**src/rtl/remap_pkg.sv**
```systemverilog
package remap_pkg;

    typedef enum logic [1:0] {
        MODE_HEALTHY    = 2'd0,
        MODE_UPPER_LOST = 2'd1,
        MODE_LOWER_LOST = 2'd2,
        MODE_DUAL_LOST  = 2'd3
    } fault_mode_e;

    typedef enum logic [1:0] {
        LEG_POS = 2'd0,
        LEG_MID = 2'd1,
        LEG_NEG = 2'd2
    } leg_pos_e;

    localparam int LEG_SW = 4;

    // Four switch gates of one leg, outer-top switch first.
    function automatic logic [LEG_SW-1:0] leg_bits(input leg_pos_e p);
        logic [LEG_SW-1:0] b;
        unique case (p)
            LEG_POS: b = 4'b1100;
            LEG_MID: b = 4'b0110;
            LEG_NEG: b = 4'b0011;
            default: b = 4'b0110;
        endcase
        return b;
    endfunction

endpackage

```
**src/rtl/remap_fault_fsm.sv**
```systemverilog
module remap_fault_fsm
    import remap_pkg::*;
#(
    parameter int N_FUSE = 4
) (
    input  logic              clk,
    input  logic              rst,
    input  logic [N_FUSE-1:0] fuse_blown,
    output fault_mode_e       mode
);
    localparam int HALF = N_FUSE / 2;

    fault_mode_e state_q, state_d;
    logic        upper_hit, lower_hit;

    assign upper_hit = |fuse_blown[HALF-1:0];
    assign lower_hit = |fuse_blown[N_FUSE-1:HALF];

    always_ff @(posedge clk) begin
        if (rst) state_q <= MODE_HEALTHY;
        else     state_q <= state_d;
    end

    always_comb begin
        state_d = state_q;
        unique case (state_q)
            MODE_HEALTHY: begin
                if (upper_hit && lower_hit) state_d = MODE_DUAL_LOST;
                else if (upper_hit)         state_d = MODE_UPPER_LOST;
                else if (lower_hit)         state_d = MODE_LOWER_LOST;
            end
            MODE_UPPER_LOST: if (lower_hit) state_d = MODE_DUAL_LOST;
            MODE_LOWER_LOST: if (upper_hit) state_d = MODE_DUAL_LOST;
            MODE_DUAL_LOST:  state_d = MODE_DUAL_LOST;
        endcase
    end

    assign mode = state_q;

    // fault modes are sticky
    a_r8_dual_sticky: assert property (@(posedge clk) disable iff (rst)
        (state_q == MODE_DUAL_LOST) |=> (state_q == MODE_DUAL_LOST));
    a_r8_upper_sticky: assert property (@(posedge clk) disable iff (rst)
        (state_q == MODE_UPPER_LOST) |=> (state_q inside {MODE_UPPER_LOST, MODE_DUAL_LOST}));
    a_r8_lower_sticky: assert property (@(posedge clk) disable iff (rst)
        (state_q == MODE_LOWER_LOST) |=> (state_q inside {MODE_LOWER_LOST, MODE_DUAL_LOST}));
    a_r8_pulse_latch: assert property (@(posedge clk) disable iff (rst)
        (|fuse_blown) |=> (state_q != MODE_HEALTHY));

endmodule

```
**src/rtl/remap_substitute.sv**
```systemverilog
module remap_substitute
    import remap_pkg::*;
#(
    parameter int STATE_W   = 4,
    parameter int MAX_STATE = 9
) (
    input  fault_mode_e        mode,
    input  logic [STATE_W-1:0] req_state,
    input  logic               zero_alt,
    output logic [STATE_W-1:0] eff_state,
    output logic               legal
);
    localparam logic [STATE_W-1:0] ZERO_A = STATE_W'(4);
    localparam logic [STATE_W-1:0] ZERO_B = STATE_W'(6);

    logic [STATE_W-1:0] zero_pick;

    assign legal     = (req_state != '0) && (req_state <= STATE_W'(MAX_STATE));
    assign zero_pick = zero_alt ? ZERO_B : ZERO_A;

    always_comb begin
        eff_state = req_state;
        unique case (mode)
            MODE_HEALTHY: eff_state = req_state;
            MODE_UPPER_LOST: begin
                case (req_state)
                    STATE_W'(3): eff_state = STATE_W'(2);
                    STATE_W'(5): eff_state = zero_pick;
                    STATE_W'(7): eff_state = STATE_W'(8);
                    default:     eff_state = req_state;
                endcase
            end
            MODE_LOWER_LOST: begin
                case (req_state)
                    STATE_W'(2): eff_state = STATE_W'(3);
                    STATE_W'(5): eff_state = zero_pick;
                    STATE_W'(8): eff_state = STATE_W'(7);
                    default:     eff_state = req_state;
                endcase
            end
            MODE_DUAL_LOST: eff_state = ZERO_A;
        endcase
    end

endmodule

```
**src/rtl/remap_gate_encode.sv**
```systemverilog
module remap_gate_encode
    import remap_pkg::*;
#(
    parameter int STATE_W = 4,
    parameter int N_LEGS  = 2
) (
    input  logic [STATE_W-1:0]       state_idx,
    output logic [LEG_SW*N_LEGS-1:0] gates
);
    localparam int GATE_W = LEG_SW * N_LEGS;

    leg_pos_e pos [N_LEGS];

    for (genvar g = 0; g < N_LEGS; g++) begin : g_leg
        if (g == 0) begin : g_left
            always_comb begin
                case (state_idx)
                    STATE_W'(1), STATE_W'(2), STATE_W'(4): pos[g] = LEG_POS;
                    STATE_W'(6), STATE_W'(8), STATE_W'(9): pos[g] = LEG_NEG;
                    default:                               pos[g] = LEG_MID;
                endcase
            end
        end else begin : g_right
            always_comb begin
                case (state_idx)
                    STATE_W'(4), STATE_W'(7), STATE_W'(9): pos[g] = LEG_POS;
                    STATE_W'(1), STATE_W'(3), STATE_W'(6): pos[g] = LEG_NEG;
                    default:                               pos[g] = LEG_MID;
                endcase
            end
        end
        assign gates[GATE_W-1-LEG_SW*g -: LEG_SW] = leg_bits(pos[g]);
    end

endmodule

```
**src/rtl/level_state_remap.sv**
```systemverilog
module level_state_remap
    import remap_pkg::*;
#(
    parameter int STATE_W = 4,
    parameter int N_FUSE  = 4,
    parameter int N_LEGS  = 2
) (
    input  logic                       clk,
    input  logic                       rst,
    input  logic [STATE_W-1:0]         req_state,
    input  logic [N_FUSE-1:0]          fuse_blown,
    input  logic                       zero_alt,
    output logic [LEG_SW*N_LEGS-1:0]   gate,
    output logic [STATE_W-1:0]         applied_state,
    output logic                       illegal_req,
    output logic                       dual_fault
);
    localparam int GATE_W = LEG_SW * N_LEGS;
    localparam logic [STATE_W-1:0] SAFE_STATE = STATE_W'(4);

    fault_mode_e         mode;
    logic [STATE_W-1:0]  eff_state;
    logic                legal;
    logic [GATE_W-1:0]   enc_gates;
    logic [GATE_W-1:0]   safe_gates;
    logic [GATE_W-1:0]   gate_q;
    logic [STATE_W-1:0]  applied_q;
    logic                illegal_q;

    remap_fault_fsm #(.N_FUSE(N_FUSE)) u_fsm (
        .clk        (clk),
        .rst        (rst),
        .fuse_blown (fuse_blown),
        .mode       (mode)
    );

    remap_substitute #(.STATE_W(STATE_W)) u_sub (
        .mode      (mode),
        .req_state (req_state),
        .zero_alt  (zero_alt),
        .eff_state (eff_state),
        .legal     (legal)
    );

    remap_gate_encode #(.STATE_W(STATE_W), .N_LEGS(N_LEGS)) u_enc (
        .state_idx (eff_state),
        .gates     (enc_gates)
    );

    remap_gate_encode #(.STATE_W(STATE_W), .N_LEGS(N_LEGS)) u_safe_enc (
        .state_idx (SAFE_STATE),
        .gates     (safe_gates)
    );

    always_ff @(posedge clk) begin
        if (rst) begin
            gate_q    <= safe_gates;
            applied_q <= SAFE_STATE;
            illegal_q <= 1'b0;
        end else begin
            illegal_q <= ~legal;
            if (legal || (mode == MODE_DUAL_LOST)) begin
                gate_q    <= enc_gates;
                applied_q <= eff_state;
            end
        end
    end

    assign gate          = gate_q;
    assign applied_state = applied_q;
    assign illegal_req   = illegal_q;
    assign dual_fault    = (mode == MODE_DUAL_LOST);

    // healthy mode passes legal requests through
    a_r3_pass_healthy: assert property (@(posedge clk) disable iff (rst)
        (mode == MODE_HEALTHY && legal) |=> (applied_state == $past(req_state)));
    // upper-group loss never applies 3, 5 or 7
    a_r4_upper_avoid: assert property (@(posedge clk) disable iff (rst)
        (mode == MODE_UPPER_LOST && legal) |=> !(applied_state inside {4'd3, 4'd5, 4'd7}));
    // lower-group loss never applies 2, 5 or 8
    a_r5_lower_avoid: assert property (@(posedge clk) disable iff (rst)
        (mode == MODE_LOWER_LOST && legal) |=> !(applied_state inside {4'd2, 4'd5, 4'd8}));
    // non-redundant states kept
    a_r7_keep_fixed: assert property (@(posedge clk) disable iff (rst)
        (mode != MODE_DUAL_LOST && (req_state inside {4'd1, 4'd4, 4'd6, 4'd9}))
        |=> (applied_state == $past(req_state)));
    // dual fault forces state 4
    a_r9_dual_safe: assert property (@(posedge clk) disable iff (rst)
        dual_fault |=> (applied_state == SAFE_STATE && gate == 8'hCC));
    // illegal request holds the outputs and flags
    a_r10_hold: assert property (@(posedge clk) disable iff (rst)
        (!legal && mode != MODE_DUAL_LOST) |=> ($stable(gate) && $stable(applied_state) && illegal_req));
    a_r10_flag_clear: assert property (@(posedge clk) disable iff (rst)
        legal |=> !illegal_req);
    // complementary switch pairs
    a_r11_complement: assert property (@(posedge clk) disable iff (rst)
        (gate[5] == ~gate[7]) && (gate[4] == ~gate[6]) &&
        (gate[3] == ~gate[1]) && (gate[2] == ~gate[0]));

endmodule

```
**config.mk**
```make
export PLATFORM = sky130hd
export DESIGN_NAME = level_state_remap
export DESIGN_NICKNAME = d
export VERILOG_FILES = /design/src/rtl/remap_pkg.sv /design/src/rtl/remap_fault_fsm.sv /design/src/rtl/remap_substitute.sv /design/src/rtl/remap_gate_encode.sv /design/src/rtl/level_state_remap.sv
export SDC_FILE = /design/constraint.sdc
export NUM_CORES = 1
export LEC_CHECK = 0
export ABC_AREA = 0
export BUFFER_PORTS_ARGS = -buffer_cell sky130_fd_sc_hd__buf_4
export CORE_UTILIZATION = 25
export DETAILED_ROUTE_END_ITERATION = 8
export HOLD_SLACK_MARGIN = 0.06
export MAX_ROUTING_LAYER = met4
export SYNTH_ARGS = -nofsm -noshare
export SYNTH_HDL_FRONTEND = slang
export SYNTH_SLANG_ARGS = --single-unit
```
**constraint.sdc**
```tcl
create_clock -name clk -period 3.5 [get_ports clk]
set_clock_uncertainty 0.05 [all_clocks]
set_input_delay 0.175 -clock clk [delete_from_list [all_inputs] [get_ports clk]]
set_output_delay 0.175 -clock clk [all_outputs]
set_load 0.01 [all_outputs]
```
After elaboration in Yosys (flattened, before gate mapping) --
Index checks and enable logic that the tools add are counted. W data, S select, Z words.
Operators by class: $add $sub $neg 0, $mul 0, divide/modulo/power cells 0, magnitude comparators 1, eq/ne operators 21, shifts and indexed selects 0, muxes and demuxes 14, bitwise gates (word level) 1, reductions and logical operators 14
Operators by type and width (count):
- $pmux W4 S3 | 2
- $eq A4 B3 Y1 const B | 5
- $eq A4 B2 Y1 const B | 4
- $pmux W4 S2 | 2
- $pmux W4 S4 | 1
- $eq A4 B4 Y1 const B | 3
- $mux W2 | 6
- $reduce_or A3 Y1 | 4
- $eq A2 B2 Y1 const B | 4
- $pmux W2 S2 | 2
- $pmux W2 S4 | 1
- $logic_not A2 Y1 | 3
- $eq A4 B1 Y1 const B | 1
- $le A4 B4 Y1 const B | 1
- $ne A2 B1 Y1 const B | 2
- $ne A4 B1 Y1 const B | 1
- $reduce_bool A4 Y1 | 1
- $reduce_or A2 Y1 | 2
- $reduce_and A3 Y1 | 1
- $eq A2 B1 Y1 const B | 1
- $logic_and A1 B1 Y1 | 2
- $logic_or A1 B1 Y1 | 1
- $not A1 Y1 | 1
Storage, ports and cells: flip-flop bits (word level) 15, bits in latches 0, bits in writable memories 0, bits in read-only memories 0, input port bits 11, output and inout bits 14, word-level logic and storage cells 55, memories 0

Depth between registers and ports, before layout --
word-level depth 8, gate-level depth with buffers 6, gate-level depth less buffers 5

Modules after synthesis --
From an unflattened synthesis, not the netlist that was laid out.
Unflattened totals: cell total of the unflattened synthesis 113, area total of the unflattened synthesis 1143.6 um^2
By module, submodules not included:
- level_state_remap | times used 1, cells each 40, area each 589.3 um^2
- remap_gate_encode | times used 2, cells each 19, area each 142.6 um^2
- remap_substitute | times used 1, cells each 29, area each 211.5 um^2
- remap_fault_fsm | times used 1, cells each 6, area each 57.6 um^2

Worst setup path after synthesis --
No wires, ideal clock.
path type flip-flop to flip-flop, start point register u_fsm.state_q[1] (netlist: u_fsm.mode[1]), end point register gate_q[7] (netlist: gate[7]), arrival 1.396 ns, required time 3.330 ns, path slack 1.934 ns, stages on the path, launching flop included 7, clock period less this slack 1.566 ns, cell sequence dfxtp_1 -> buf_2 -> nor2_1 -> o2bb2ai_1 -> a221oi_1 -> mux2i_1 -> a211o_1
On the way: cells in the longest elaborated chain, start to end 7, elaborated cells between the ends (all ways) 18, classes of those cells eq/ne (10); mux (3); reduce/logical (5)
Ends and longest elaborated chain:
- start, declared | RTL line remap_fault_fsm.sv:13 | fault_mode_e state_q, state_d;
- start signal, assigned | RTL line remap_fault_fsm.sv:21 | else state_q <= state_d;
- $eq A2 B2 Y1, or another cell as far along | RTL line remap_substitute.sv:23, level_state_remap.sv:62
- $pmux W4 S4 | RTL line remap_substitute.sv:23 | unique case (mode)
- $eq A4 B4 Y1, or another cell as far along | RTL line remap_gate_encode.sv:17 | case (state_idx)
- $reduce_or A3 Y1 | RTL line remap_gate_encode.sv:17
- $pmux W2 S2 | RTL line remap_gate_encode.sv:17
- $eq A2 B2 Y1 or $logic_not A2 Y1 (tied branches) | RTL line remap_pkg.sv:21 | unique case (p)
- $pmux W4 S2 | RTL line remap_pkg.sv:21
- end signal, assigned | RTL line level_state_remap.sv:57 | gate_q <= safe_gates;
- end signal, assigned | RTL line level_state_remap.sv:63 | gate_q <= enc_gates;
- end, declared | RTL line level_state_remap.sv:26 | logic [GATE_W-1:0] gate_q;
Several ways; a longest one is shown, not always the timed one. A chain may end at the register's enable or synchronous reset.

Worst setup path in the final report --
Ends and elaborated chain as after synthesis.

==> flow_summary.yaml <==
final_layout:
  diodes: 0
  syn2layout_area_growth_pct: 30.5
  register_area_um2: 300
  drive_gt1_share_pct: 29.0
  fill_cells: 343
  multi_input_area_um2: 502
  most-common-layout-cells: "buf_4 (24), dfxtp_1 (15), nor2_1 (13), a21oi_1 (10), nand2_1 (7)"
  utilization_pct: 35.3
  final_common_cell: "buf_4"
  final_nets: 136
die:
  fp.dieH_um: 60.4
  rows: 20
  die_area_um2: 3650
  io_pins: 25
  die_x_um: 60.4
  core-area_um2: 3150
  initial_core_util_pct: 27.0
timing:
  tightestPinTransition_ns: 0.539
  fmax_mhz: 536
  timing.slew.headroom_pct: 64.0
  hold_violations: 0
  fin_ws_ns: 1.63
  setup_viol: 0
  final_max_slew_viol_count: 0
  setup_tns_ns: 0
  period_minus_slack_ns: 1.87
  rsz0062_at_grt: "false"
  min_period_over_period_pct: 53.3
pwr:
  p_clk_share_pct: 23.3
  total_power_uw: 415
  intPower_uw: 288
  vdd_drop_max_v: 0.000265
  seq_power_share_pct: 48.2
  static-leakage-power_uw: 0.000469
  p_sw_uw: 127
  swShare_pct: 30.7
  pwr-share-comb_pct: 28.5
  power_density_nw_per_um2: 373
setup_path:
  cp_slowest_cell: "dfxtp_1"
  crit_fanout: 12
  start_kind: "register"
  max_stage_delay_ns: 0.63
  critPathKind: "reg -> reg"
  r2r.worst_path.cells: 5
  cp_cell_sequence: "nor2b_1 > a221oi_4 > o22ai_4 > mux2i_1 > a211o_1"
  cp.arrival_ns: 1.99
  end_kind: "register"
  critical_path_required_ns: 3.63
yosys:
  synthCells: 99
  synthFlopType: "dfxtp_1"
  yosysTopAreaCell: "dfxtp_1"
  synth-seq-cells: 15
  synth_fp_nets: 110
  synth_edf_count: 0
  synth_cell_types: 40
  yosysWarnings: 0
  synth_top_cell_area_share_pct: 35.2
  postSynth.asyncResetShare_pct: 0
  synth.yosys.seq_area_share_pct: 35.2
  ys_top_cells_by_area: "dfxtp_1 (35%), a21oi_1 (5.9%), nor2_1 (5.7%)"
  syn_area_um2: 852
  syn_area_per_cell_um2: 8.61
run_status:
  status: "completed"
route:
  via_per_inst: 4.77
  antenna_left: 0
  wl_per_cell_um: 12.1
  drtPass1Iterations: 4
  dr.first_iter.drc_count: 25
  drc: 0
  wl_mm: 2.03
  vias: 801
hold_path:
  holdPathStages: 2
  min-delay-path-class: "in -> reg"
grt:
  grt_pass1_wl_mm: 3.29
  grt_pass1_vias: 698
  antenna_found_initial: 0
  grt_overflow: 0
  grt_max_degree: 16
  grtUsageTotal_pct: 12.4
clock_network:
  cts_sinks: 15
  post_cts_buffers: 0
  cts_resized: 0
  cts_tree: "done"
  clk_latency_ns: 0.28
  cts_buffer_depth: 2
  cts_made_buffers: 3
  root_buffer: "clkbuf_4"
  cts_htree_levels: 1
  clk_pin_slew_worst_paths_ns: 0.09
place:
  port-buffer-count: 24
  dp_worst_setup_slack_ns: 1.64
  hpwlAfterDp_mm: 1.50
  gp_congestion: 0.813
flow_run:
  timing.max_cap.violations: 0
[sequential cells by signal (all words and copies together), names as in the netlist]
name and cells:
gate 8, applied_state 4, u_fsm.mode 2, illegal_req 1
[power by group through the flow]
stage	logic, µW	clock network (µW)	registers, µW
final	118	96.7	200
after CTS	120	100	200
after detailed placement	116	0	204
after global placement	114	0	203
after global routing	128	110	203
after floorplan	70.0	0	205
[Yosys cell counts, drive strengths merged, types with 2 or more instances]
library cell   n
nor2          14
a221oi         3
buf            6
a21oi         10
or2            2
o21ai          2
mux2i          3
inv            2
nand2          7
dfxtp         15
a21o           2
nor3           5
a211o          3
nand2b         2
o21a           2
o22ai          2
nor2b          3
[critical path: cells and delay by family (launching register included)]
family	cells	cell delay (ns)
compound gates	3	0.65
flops	1	0.63
simple gates	1	0.28
mux	1	0.15
[per-stage QoR]
| step | cells | instance area, µm² | hold WS [ns] |
|---|---|---|---|
| 2_1_floorplan | 99 | 852 | 0.219 |
| 3_3_place_gp | 160 | 1040 | 0.334 |
| 3_5_place_dp | 160 | 1040 | 0.338 |
| 4_1_cts | 168 | 1110 | 0.122 |
| 5_1_grt | 168 | 1110 | 0.115 |
| 6_report | 168 | 1110 | 0.119 |
[timing repair]
action                                  in CTS  in global routing
endpoints found under the setup margin       0                  0
hold buffers                                 4                  0
hold endpoints to repair                     2                  0
[final cells by class]
class,instances,area share (%)
flip-flops and latches,15,27.0
repair buffers,28,19.8
clock buffers,3,2.02
clock inverters,1,0.450
multi-input cells,75,45.1
well taps,44,4.95
inverters,2,0.675
[metal layers]
metal	wire [µm]	track usage [%]	vias up	share of wire (%)
met3	108	0.640	2	5.3
met2	943	18.2	26	46
met5	0	-	-	0
met1	960	16.9	366	47
met4	16	6.98	0	0.79
li1	-	-	407	-
[final timing paths]
path	from	endpoint	slack, ns
hold reg to reg	applied_state[0]	applied_state[0]	0.40
hold / removal	rst	applied_state[0]	0.12
setup reg to reg	u_fsm.mode[1]	gate[7]	1.63
setup / recovery	u_fsm.mode[1]	gate[7]	1.63
[cell families after synthesis]
| group | synth area share, % |
|---|---|
| buffers and inverters | 5.87 |
| flip-flops | 35.2 |
| multiplexers | 3.52 |
| AO/OA/AOI/OAI | 29.8 |
| AND/OR/NAND/NOR | 25.6 |
Note: power is estimated with default switching activity, not from simulation.
